<file path="src/rtl/fcmd_pkg.sv">
package fcmd_pkg;
  localparam logic [2:0] LAST_PARAM_IDX = 3'b001;

  typedef enum logic {
    SEQ_IDLE = 1'b0,
    SEQ_RUN  = 1'b1
  } seq_state_t;

  typedef struct packed {
    logic access;
    logic protect;
  } chk_res_t;

  localparam int FLAG_ACC = 0;
  localparam int FLAG_PV  = 1;
  localparam int FLAG_SFD = 2;
  localparam int FLAG_DFD = 3;
  localparam int NUM_FLAGS = 4;
endpackage

</file>
<file path="src/rtl/fcmd_check.sv">
module fcmd_check
  import fcmd_pkg::*;
#(
  parameter int          ADDR_W  = 23,
  parameter logic [22:0] DF_BASE = 23'h10_0000,
  parameter logic [22:0] DF_SIZE = 23'h00_8000
) (
  input  logic [2:0]        param_idx,
  input  logic              mode_ok,
  input  logic [ADDR_W-1:0] gaddr,
  input  logic [ADDR_W-1:0] prot_floor,
  output chk_res_t          res
);
  localparam int          EW     = ADDR_W + 1;
  localparam logic [EW-1:0] BASE_X = EW'(DF_BASE);
  localparam logic [EW-1:0] END_X  = EW'(DF_BASE) + EW'(DF_SIZE);

  logic [EW-1:0] addr_x;
  logic idx_bad, range_bad, align_bad;

  always_comb begin
    addr_x    = {1'b0, gaddr};
    idx_bad   = (param_idx != LAST_PARAM_IDX);
    range_bad = (addr_x < BASE_X) || (addr_x >= END_X);
    align_bad = gaddr[0];
    res.access  = idx_bad || !mode_ok || range_bad || align_bad;
    res.protect = !res.access && (gaddr >= prot_floor);
  end
endmodule

</file>
<file path="src/rtl/fcmd_seq.sv">
module fcmd_seq
  import fcmd_pkg::*;
#(
  parameter int ERASE_CYC = 4
) (
  input  logic       clk,
  input  logic       rst_n,
  input  logic       accept,
  input  logic       start,
  input  logic       vfy_err,
  input  logic       vfy_uncorr,
  output logic       busy,
  output logic [1:0] vstat
);
  localparam int CW = $clog2(ERASE_CYC + 1);
  localparam logic [CW-1:0] CNT_LOAD = CW'(ERASE_CYC - 1);

  seq_state_t    st_q, st_d;
  logic [CW-1:0] cnt_q, cnt_d;
  logic [1:0]    acc_q, acc_d;
  logic [1:0]    vst_q, vst_d;
  logic [1:0]    cur;

  always_comb begin
    cur   = {vfy_err | vfy_uncorr, vfy_uncorr};
    st_d  = st_q;
    cnt_d = cnt_q;
    acc_d = acc_q;
    vst_d = vst_q;
    if (accept) vst_d = 2'b00;
    unique case (st_q)
      SEQ_IDLE: begin
        if (start) begin
          st_d  = SEQ_RUN;
          cnt_d = CNT_LOAD;
          acc_d = 2'b00;
        end
      end
      SEQ_RUN: begin
        acc_d = acc_q | cur;
        if (cnt_q == '0) begin
          st_d  = SEQ_IDLE;
          vst_d = acc_q | cur;
        end else begin
          cnt_d = cnt_q - 1'b1;
        end
      end
      default: st_d = SEQ_IDLE;
    endcase
  end

  always_ff @(posedge clk or negedge rst_n) begin
    if (!rst_n) begin
      st_q  <= SEQ_IDLE;
      cnt_q <= '0;
      acc_q <= 2'b00;
      vst_q <= 2'b00;
    end else begin
      st_q  <= st_d;
      cnt_q <= cnt_d;
      acc_q <= acc_d;
      vst_q <= vst_d;
    end
  end

  assign busy  = (st_q == SEQ_RUN);
  assign vstat = vst_q;
endmodule

</file>
<file path="src/rtl/fcmd_flag_bank.sv">
module fcmd_flag_bank #(
  parameter int N = 4
) (
  input  logic         clk,
  input  logic         rst_n,
  input  logic [N-1:0] set_v,
  input  logic [N-1:0] clr_v,
  output logic [N-1:0] flags
);
  logic [N-1:0] flg_q, flg_d;

  for (genvar i = 0; i < N; i++) begin : g_flag
    always_comb begin
      flg_d[i] = flg_q[i];
      if (clr_v[i]) flg_d[i] = 1'b0;
      if (set_v[i]) flg_d[i] = 1'b1;
    end

    always_ff @(posedge clk or negedge rst_n) begin
      if (!rst_n) flg_q[i] <= 1'b0;
      else        flg_q[i] <= flg_d[i];
    end
  end

  assign flags = flg_q;
endmodule

</file>
<file path="src/rtl/fcmd_erase_front.sv">
module fcmd_erase_front
  import fcmd_pkg::*;
#(
  parameter int          ADDR_W    = 23,
  parameter logic [22:0] DF_BASE   = 23'h10_0000,
  parameter logic [22:0] DF_SIZE   = 23'h00_8000,
  parameter int          ERASE_CYC = 4
) (
  input  logic              clk,
  input  logic              rst_n,
  input  logic              launch,
  input  logic [2:0]        param_idx,
  input  logic              mode_ok,
  input  logic [ADDR_W-1:0] gaddr,
  input  logic [ADDR_W-1:0] prot_floor,
  input  logic              vfy_err,
  input  logic              vfy_uncorr,
  input  logic              ecc_sgl,
  input  logic              ecc_dbl,
  input  logic              clr_acc,
  input  logic              clr_pv,
  input  logic              clr_sfd,
  input  logic              clr_dfd,
  input  logic              cmd_ie,
  input  logic              sfd_ie,
  input  logic              dfd_ie,
  input  logic              gmask,
  output logic              cmd_done,
  output logic              array_busy,
  output logic              acc_err,
  output logic              prot_viol,
  output logic [1:0]        vstat,
  output logic              sfd_flag,
  output logic              dfd_flag,
  output logic              irq_cmd,
  output logic              irq_err
);
  chk_res_t             res;
  logic                 busy;
  logic                 accept, start;
  logic [NUM_FLAGS-1:0] set_v, clr_v, flags;

  fcmd_check #(.ADDR_W(ADDR_W), .DF_BASE(DF_BASE), .DF_SIZE(DF_SIZE)) u_check (
    .param_idx (param_idx),
    .mode_ok   (mode_ok),
    .gaddr     (gaddr),
    .prot_floor(prot_floor),
    .res       (res)
  );

  assign accept = launch & ~busy;
  assign start  = accept & ~res.access & ~res.protect;

  fcmd_seq #(.ERASE_CYC(ERASE_CYC)) u_seq (
    .clk       (clk),
    .rst_n     (rst_n),
    .accept    (accept),
    .start     (start),
    .vfy_err   (vfy_err),
    .vfy_uncorr(vfy_uncorr),
    .busy      (busy),
    .vstat     (vstat)
  );

  always_comb begin
    set_v           = '0;
    clr_v           = '0;
    set_v[FLAG_ACC] = accept & res.access;
    set_v[FLAG_PV]  = accept & res.protect;
    set_v[FLAG_SFD] = ecc_sgl;
    set_v[FLAG_DFD] = ecc_dbl;
    clr_v[FLAG_ACC] = clr_acc;
    clr_v[FLAG_PV]  = clr_pv;
    clr_v[FLAG_SFD] = clr_sfd;
    clr_v[FLAG_DFD] = clr_dfd;
  end

  fcmd_flag_bank #(.N(NUM_FLAGS)) u_flags (
    .clk  (clk),
    .rst_n(rst_n),
    .set_v(set_v),
    .clr_v(clr_v),
    .flags(flags)
  );

  assign acc_err    = flags[FLAG_ACC];
  assign prot_viol  = flags[FLAG_PV];
  assign sfd_flag   = flags[FLAG_SFD];
  assign dfd_flag   = flags[FLAG_DFD];
  assign array_busy = busy;
  assign cmd_done   = ~busy;
  assign irq_cmd    = ~gmask & cmd_done & cmd_ie;
  assign irq_err    = ~gmask & ((dfd_flag & dfd_ie) | (sfd_flag & sfd_ie));
endmodule

</file>
<file path="config.mk">
export PLATFORM = sky130hd
export DESIGN_NAME = fcmd_erase_front
export DESIGN_NICKNAME = d
export VERILOG_FILES = /design/src/rtl/fcmd_pkg.sv /design/src/rtl/fcmd_check.sv /design/src/rtl/fcmd_seq.sv /design/src/rtl/fcmd_flag_bank.sv /design/src/rtl/fcmd_erase_front.sv
export SDC_FILE = /design/constraint.sdc
export NUM_CORES = 1
export LEC_CHECK = 0
export BUFFER_PORTS_ARGS = -buffer_cell sky130_fd_sc_hd__buf_2
export CAP_MARGIN = 10
export CORE_MARGIN = 4
export CORE_UTILIZATION = 42
export CTS_CLUSTER_DIAMETER = 150
export DETAILED_ROUTE_END_ITERATION = 7
export PLACE_DENSITY = 0.88
export SLEW_MARGIN = 20
export SYNTH_ARGS = -nofsm -noshare
export SYNTH_HDL_FRONTEND = slang
export SYNTH_HIERARCHICAL = 1
export SYNTH_SLANG_ARGS = --single-unit
export TNS_END_PERCENT = 1
</file>
<file path="constraint.sdc">
create_clock -name clk -period 1.5 [get_ports clk]
set_clock_uncertainty 0.2 [all_clocks]
set_input_delay 0.075 -clock clk [delete_from_list [all_inputs] [get_ports clk]]
set_output_delay 0.075 -clock clk [all_outputs]
set_load 0.05 [all_outputs]
</file>
==> results of run 1 <==
==> placed cells by master (no fill, tap or decap), types with 5 or more instances in the layout <==
cell type / synthesis / final
sky130_fd_sc_hd__buf_6: 0 / 5
sky130_fd_sc_hd__ha_1: 25 / 19
sky130_fd_sc_hd__buf_4: 0 / 8
sky130_fd_sc_hd__inv_1: 36 / 33
sky130_fd_sc_hd__dlygate4sd3_1: 0 / 11
sky130_fd_sc_hd__buf_2: 0 / 68
sky130_fd_sc_hd__nor2_1: 6 / 6
sky130_fd_sc_hd__a21o_1: 5 / 5
sky130_fd_sc_hd__a21oi_1: 12 / 11
sky130_fd_sc_hd__dfrtp_1: 12 / 12
sky130_fd_sc_hd__ha_4: 0 / 6
==> state kept, by name, indices dropped and copies added, names as in the netlist <==
name           count
u_seq/vstat        2
u_seq/busy         1
u_seq/cnt_q        3
u_seq/acc_q        2
u_flags/flags      4
==> final timing paths <==
path                                    endpoint  depth (start not counted)  slack (ns)
worst max-delay path              u_seq/acc_q[1]                         11       -0.27
worst min-delay path              u_seq/vstat[0]                          5        0.14
worst max register to register    u_seq/cnt_q[1]                          6        0.03
worst min register to register  u_flags/flags[1]                          1        0.28
max in group asynchronous             u_seq/busy                          3        0.31
min in group asynchronous       u_flags/flags[1]                          3        0.54
==> what timing repair did <==
| action | 4_1_cts | 5_1_grt |
|---|---|---|
| pin swaps | 11 | 5 |
| hold buffers | 11 | 0 |
| setup buffers | 0 | 0 |
| endpoints found under the hold margin | 20 | 0 |
| resized for setup | 17 | 11 |
| setup endpoints to repair | 8 | 11 |
==> worst min-delay path, delay by kind of cell <==
| family | cells | cell delay [ns] |
|---|---|---|
| buffers and inverters | 2 | 0.20 |
| AO/OA/AOI/OAI | 1 | 0.06 |
| AND/OR/NAND/NOR | 2 | 0.23 |
==> cell families after synthesis <==
group           count (synthesis)
compound gates                 32
fa+ha+maj                      25
buf+inv                        36
flops                          12
simple gates                   35
==> per-layer routing <==
| metal | vias up | global-route usage [%] |
|---|---|---|
| met5 | - | 0 |
| met4 | 0 | 5.26 |
| met3 | 4 | 5.96 |
| met2 | 63 | 37.0 |
| met1 | 624 | 17.5 |
| li1 | 678 | - |
==> power breakdown <==
group | total [W] | internal, W | switching (W) | leakage [nW]
Combinational | 0.000397 | 0.000207 | 0.000190 | 0.955
Sequential | 0.000344 | 0.000336 | 0.00000844 | 0.138
Clock | 0.000252 | 0.000147 | 0.000104 | 0.0210
Total | 0.000993 | 0.000691 | 0.000302 | 1.11
==> Yosys cell counts, drive strengths merged (3+ instances only) <==
cell type,count
inv,36
ha,25
a21oi,12
dfrtp,12
o21ai,7
nor2,6
a21o,5
nand2,4
nand3,4
nor3,3
==> cell type report <==
type,instances,area [um^2]
sequential,12,300
timing repair buffer,93,582
multi-input combinational,92,868
tap,30,37.5
clock buffer,4,36.3
fill,171,566
inverter,36,155
==> per-stage QoR <==
stage                     instance area (um^2)  setup TNS (ns)  setup WS, ns  hold WS [ns]  total power, W
final                                     1980           -1.58        -0.269         0.137        0.000993
after global routing                      1980           -2.30        -0.385         0.164         0.00105
after CTS                                 1920           -1.31        -0.237         0.132        0.000974
after detailed placement                  1700           -4.12        -0.619        -0.236        0.000677
after global placement                    1700           -3.78        -0.552        -0.240        0.000667
after floorplan                           1230           -2.22        -0.355        -0.421        0.000524
==> metrics.cfg, run 1 <==
[route]
drt_first_iter_violations=24
routed-wl-met3_um=416
postRouteWirelength_mm=3.52
drt-wirelength-per-cell_um=13.2
drt-met1-wl_mm=1.29
route.detailed.vias_per_inst=5.13
vias_after_detailed_routing=1369
residual_drc=0
drtAntennaViolNets=0
highest_metal_layer_with_signal_wires=met4
firstDrtPassIters=4
met2_wirelength_mm=1.80

[global_route]
grt_usage_pct=18.4
globalRoute.totalOverflow=0
first_global_vias=1377
largest_net_degree_at_the_start_of_global_routing=10
antenna_found_initial=0
grt_first_pass_wirelength_mm=5.15

[sta]
setup_viol_count_final=7
timing_hold_violations_final=0
slew-limit-headroom_pct=79.2
post-route-period-util_pct=118
post-route-min-period_ns=1.77
worstMarginPinSlew_ns=0.310
maxClockFrequency_ghz=0.565
maxSlewViolCount=0
final.setup.worst_slack_ns=-0.269
grt_setup_unrepaired=true

[layout]
antennaDiodeCount=0
area_growth_syn_to_layout_pct=71.4
post_route_insts_no_fill=267
finalCoreUtilization_pct=77.8
post_route_cells_drive_above_1_share_pct=48.1
nNetsFinal=328

[yosys]
synthAdderAreaFrac_pct=27.1
synthesis.nets=230
synth_top_family_by_area=adder cells
synthDominantAreaCellType=sky130_fd_sc_hd__ha_1
main_synth_ff_type=sky130_fd_sc_hd__dfrtp_1
synthMuxAreaShare_pct=0
synthArstFlopShare_pct=100
distinct_cell_type_count_after_synthesis=33
synth-seq-area-share_pct=26.0
syn-mean-instance-area_um2=8.25
netlist_instances=140
synth_edf_count=0
synth.yosys.warnings=6
synth_compound_gate_area_share_pct=17.1
synth_largest_type_area_fraction_pct=27.1
synth_area_um2=1150
synth-simple-area-share_pct=18.1
synth_area_leaders=sky130_fd_sc_hd__ha_1 27%, sky130_fd_sc_hd__dfrtp_1 26%, sky130_fd_sc_hd__inv_1 12%
ys_seq_elements=12
yosys.area_share.xor_xnor_pct=0

[worst_setup_path]
critical_path.startpoint=prot_floor[16]
crit_family=compound AO/OA/AOI/OAI gates
timing.critical_path.fanout_max=3
worstSetupStartpointType=input pin
cp.required_ns=1.45
delay_contributed_by_the_slowest_stage_of_the_critical_path_ns=0.30
timing_worst_setup_path_type=in2reg
end_kind=register
worst-endpoint-arrival_ns=1.71
timing.critical_path.cells=buf_8 -> inv_12 -> ha_4 -> and3_4 -> a21oi_4 -> o21ai_2 -> a221oi_2 -> a31oi_1 -> nor3b_2 -> buf_4 -> o22ai_2
critical_path.slowest_cell=sky130_fd_sc_hd__nor3b_2
critical_path_buf_inv_count=3
worstReg2RegStart=u_seq/cnt_q[0]

[placed_design]
total_instance_count_after_detailed_placement=252
port-buffer-count=74
detailedPlacementHpwl_mm=2.79
place_congestion=0.814

[pwr]
cellLeakagePower_nw=1.11
cellPowerDensity_nw_per_um2=502
worst_case_vdd_ir_drop_v=0.000528

[cts]
cts.htree.levels=1
cts_sinks=12
cts_made_buffers=3
worst_skew_pair.late_latency_ns=0.27
cts_tree=built
cts.root.buffer_cell=sky130_fd_sc_hd__clkbuf_4
worst_setup_hold_path_clk_slew_ns=0.08
cts_buffer_depth=2

[floorplanning]
core_area_um2=2540
die_h_um=60.4
row_count=18
starting_utilization_of_the_core_area_pct=45.4
die_w_um=60.4
design.die.area_um2=3650
pin_count=75

[run_status]
run_status=complete, but fails checks
failed_checks=negative setup slack

[min_path]
hold_path.class=in2reg
min_from=launch

[job]
drv.max_cap_violation_count=0

No activity file was read; power rests on OpenSTA's default activity.
==> run 2, diff against run 1 <==
--- a/config.mk
+++ b/config.mk
@@ -7,7 +7,6 @@
 export LEC_CHECK = 0
 export BUFFER_PORTS_ARGS = -buffer_cell sky130_fd_sc_hd__buf_2
 export CAP_MARGIN = 10
-export CORE_MARGIN = 4
 export CORE_UTILIZATION = 42
 export CTS_CLUSTER_DIAMETER = 150
 export DETAILED_ROUTE_END_ITERATION = 7
@@ -17,4 +16,4 @@
 export SYNTH_HDL_FRONTEND = slang
 export SYNTH_HIERARCHICAL = 1
 export SYNTH_SLANG_ARGS = --single-unit
-export TNS_END_PERCENT = 1
+export TNS_END_PERCENT = 100
==> run 2 against run 1 <==
The flow still finishes with violations (negative setup slack). Largest cell class unchanged. Setup slack got worse by 0.23 ns. Critical path type unchanged. Total power rose by 18%. Final area increased by 17%. Non-clock buffer count up 6. Worst hold slack got worse by 0.13 ns.
==> metrics.cfg, run 2 (synthesis results as in run 1) <==
[run_status]
run_status=complete, but fails checks
failed_checks=negative setup slack

[global_route]
grt_usage_pct=31.4  ; +13 points
globalRoute.totalOverflow=0  ; unchanged
largest_net_degree_at_the_start_of_global_routing=13  ; +3
antenna_found_initial=0  ; unchanged
grt_first_pass_wirelength_mm=6.34  ; +23%
first_global_vias=1495  ; +8.6%

[layout]
mostFrequentLayoutCells=57 x sky130_fd_sc_hd__buf_2, 23 x sky130_fd_sc_hd__inv_1, 17 x sky130_fd_sc_hd__buf_6
post_route_cells_drive_above_1_share_pct=62.6  ; +14 points
post_route_insts_no_fill=273  ; +2.2%
antennaDiodeCount=0  ; unchanged
nNetsFinal=334  ; +1.8%
area_growth_syn_to_layout_pct=100
final_common_cell=sky130_fd_sc_hd__buf_2
largest_reg_flops=4  ; unchanged

[worst_setup_path]
worstSetupStartpointType=input pin
crit_family=compound AO/OA/AOI/OAI gates
critical_path_buf_inv_count=2  ; -1
critical_path.slowest_cell=sky130_fd_sc_hd__nor3b_2
delay_contributed_by_the_slowest_stage_of_the_critical_path_ns=0.31  ; about the same
worst-endpoint-arrival_ns=1.98  ; +0.27 ns
rr_endpoint=u_seq/cnt_q[1]
timing_worst_setup_path_type=in2reg
cp.required_ns=1.49  ; +0.04 ns
timing.reg2reg.setup_slack_ns=-0.11  ; -0.14 ns
worstReg2RegStart=u_seq/cnt_q[0]
critical_path.startpoint=prot_floor[18]
rr_worst_depth=6  ; unchanged
timing.critical_path.fanout_max=3  ; unchanged
end_kind=register
timing.critical_path.cells=buf_6 -> inv_2 -> ha_4 -> and3_4 -> a21oi_2 -> o21ai_1 -> a221oi_2 -> a31oi_2 -> nor3b_2 -> o21ai_2 -> a32oi_1

[placed_design]
port-buffer-count=74  ; unchanged
dpl_worst_slack_ns=-0.635  ; -0.0160 ns
place_congestion=0.865  ; +6.2%
total_instance_count_after_detailed_placement=254  ; +0.79%
detailedPlacementHpwl_mm=2.52  ; -9.8%

[sta]
final.setup.worst_slack_ns=-0.499  ; -0.230 ns
post-route-period-util_pct=133  ; +15 points
whs_ns=0.00311  ; -0.133 ns
timing.setup.tns_ns=-2.93  ; -1.34 ns
slew-limit-headroom_pct=77.9  ; -1.3 points
maxClockFrequency_ghz=0.500  ; -12%
timing_hold_violations_final=0  ; unchanged
post-route-min-period_ns=2.00  ; +0.230 ns
worstMarginPinSlew_ns=0.329  ; +0.0187 ns
setup_viol_count_final=9  ; +2
maxSlewViolCount=0  ; unchanged
grt_setup_unrepaired=true

[route]
highest_metal_layer_with_signal_wires=met4
drt-wirelength-per-cell_um=21.3  ; +61%
residual_drc=0  ; unchanged
drtAntennaViolNets=0  ; unchanged
firstDrtPassIters=4  ; unchanged
routed-wl-met3_um=435  ; +4.6%
met2_wirelength_mm=2.87  ; +60%
drt_first_iter_violations=47  ; +96%
drt-met1-wl_mm=2.06  ; +60%
route.detailed.vias_per_inst=5.94  ; +16%
vias_after_detailed_routing=1621  ; +18%
postRouteWirelength_mm=5.81  ; +65%

[floorplanning]
design.die.area_um2=2960  ; -19%
core_area_um2=2540  ; unchanged
die_h_um=54.4  ; -9.9%
row_count=18  ; unchanged
die_w_um=54.4  ; -9.9%
pin_count=75  ; unchanged
starting_utilization_of_the_core_area_pct=45.4  ; unchanged

[cts]
cts.htree.levels=1  ; unchanged
cts_made_buffers=3  ; unchanged
worst_setup_hold_path_clk_slew_ns=0.08  ; about the same
cts_buffer_depth=2  ; unchanged
worst_skew_pair.late_latency_ns=0.28  ; about the same
cts_tree=built
cts.root.buffer_cell=sky130_fd_sc_hd__clkbuf_4
cts_sinks=12  ; unchanged

[min_path]
hold_path.class=in2async

[pwr]
power.total_w=0.00117  ; +18%
cellPowerDensity_nw_per_um2=507  ; +1.2%
worst_case_vdd_ir_drop_v=0.000602  ; +14%
cellLeakagePower_nw=1.19  ; +6.4%

[job]
drv.max_cap_violation_count=0  ; unchanged

run 2: cell types whose count changed in the layout (fill, tap and decap cells not counted), sizes merged:
cell / delta
buf: +8
dlygate4sd3: -2
run 2: power by group:
group	switching (W)	internal, W
Sequential	0.0000101	0.000336
Combinational	0.000279	0.000284
Clock	0.000118	0.000148
Total	0.000407	0.000768
run 2: how the worst max path moves through the flow:
| stage | end | slack (ns) | cells past startpoint |
|---|---|---|---|
| CTS | u_seq/cnt_q[2] | -0.24 | 13 |
| global route | u_seq/cnt_q[2] | -0.53 | 13 |
| finish | u_seq/cnt_q[1] | -0.50 | 11 |
| detailed placement | u_seq/cnt_q[2] | -0.64 | 13 |
| global placement | u_seq/cnt_q[2] | -0.55 | 13 |
| floorplan | u_seq/cnt_q[1] | -0.34 | 10 |
run 2: what timing repair did:
action | in CTS | in global routing
setup buffers | 2 | 4
hold endpoints to repair | 20 | 0
setup endpoints to repair | 9 | 12
pin swaps | 19 | 13
gates resized for setup | 52 | 27
hold buffers | 9 | 0
run 2: cell type report:
class,count,area (um^2)
fillers,99,230
repair buffers,99,702
well taps,30,37.5
flip-flops and latches,12,302
clock buffers,4,36.3
inverters,36,160
multi-input cells,92,1080
run 2: worst register-to-register path, stage by stage, from the launching register on:
cell	delay [ns]
sky130_fd_sc_hd__dfrtp_1	0.37
sky130_fd_sc_hd__inv_1	0.07
sky130_fd_sc_hd__ha_1	0.23
sky130_fd_sc_hd__ha_4	0.20
sky130_fd_sc_hd__nand2_2	0.10
sky130_fd_sc_hd__o21ai_2	0.11
sky130_fd_sc_hd__a32oi_1	0.24
run 2: through the flow:
stage	cell area, um^2	utilization (%)
floorplan	1240	-
detailed placement	1720	67.6
global placement	1720	67.6
finish	2310	91.0
global route	2310	91.0
CTS	2120	83.2
run 2: layer usage:
layer  up-vias  GRT usage (%)
met4         0           23.5
met3        47           6.94
met5         -              0
met2       135           57.7
li1        687              -
met1       752           30.2
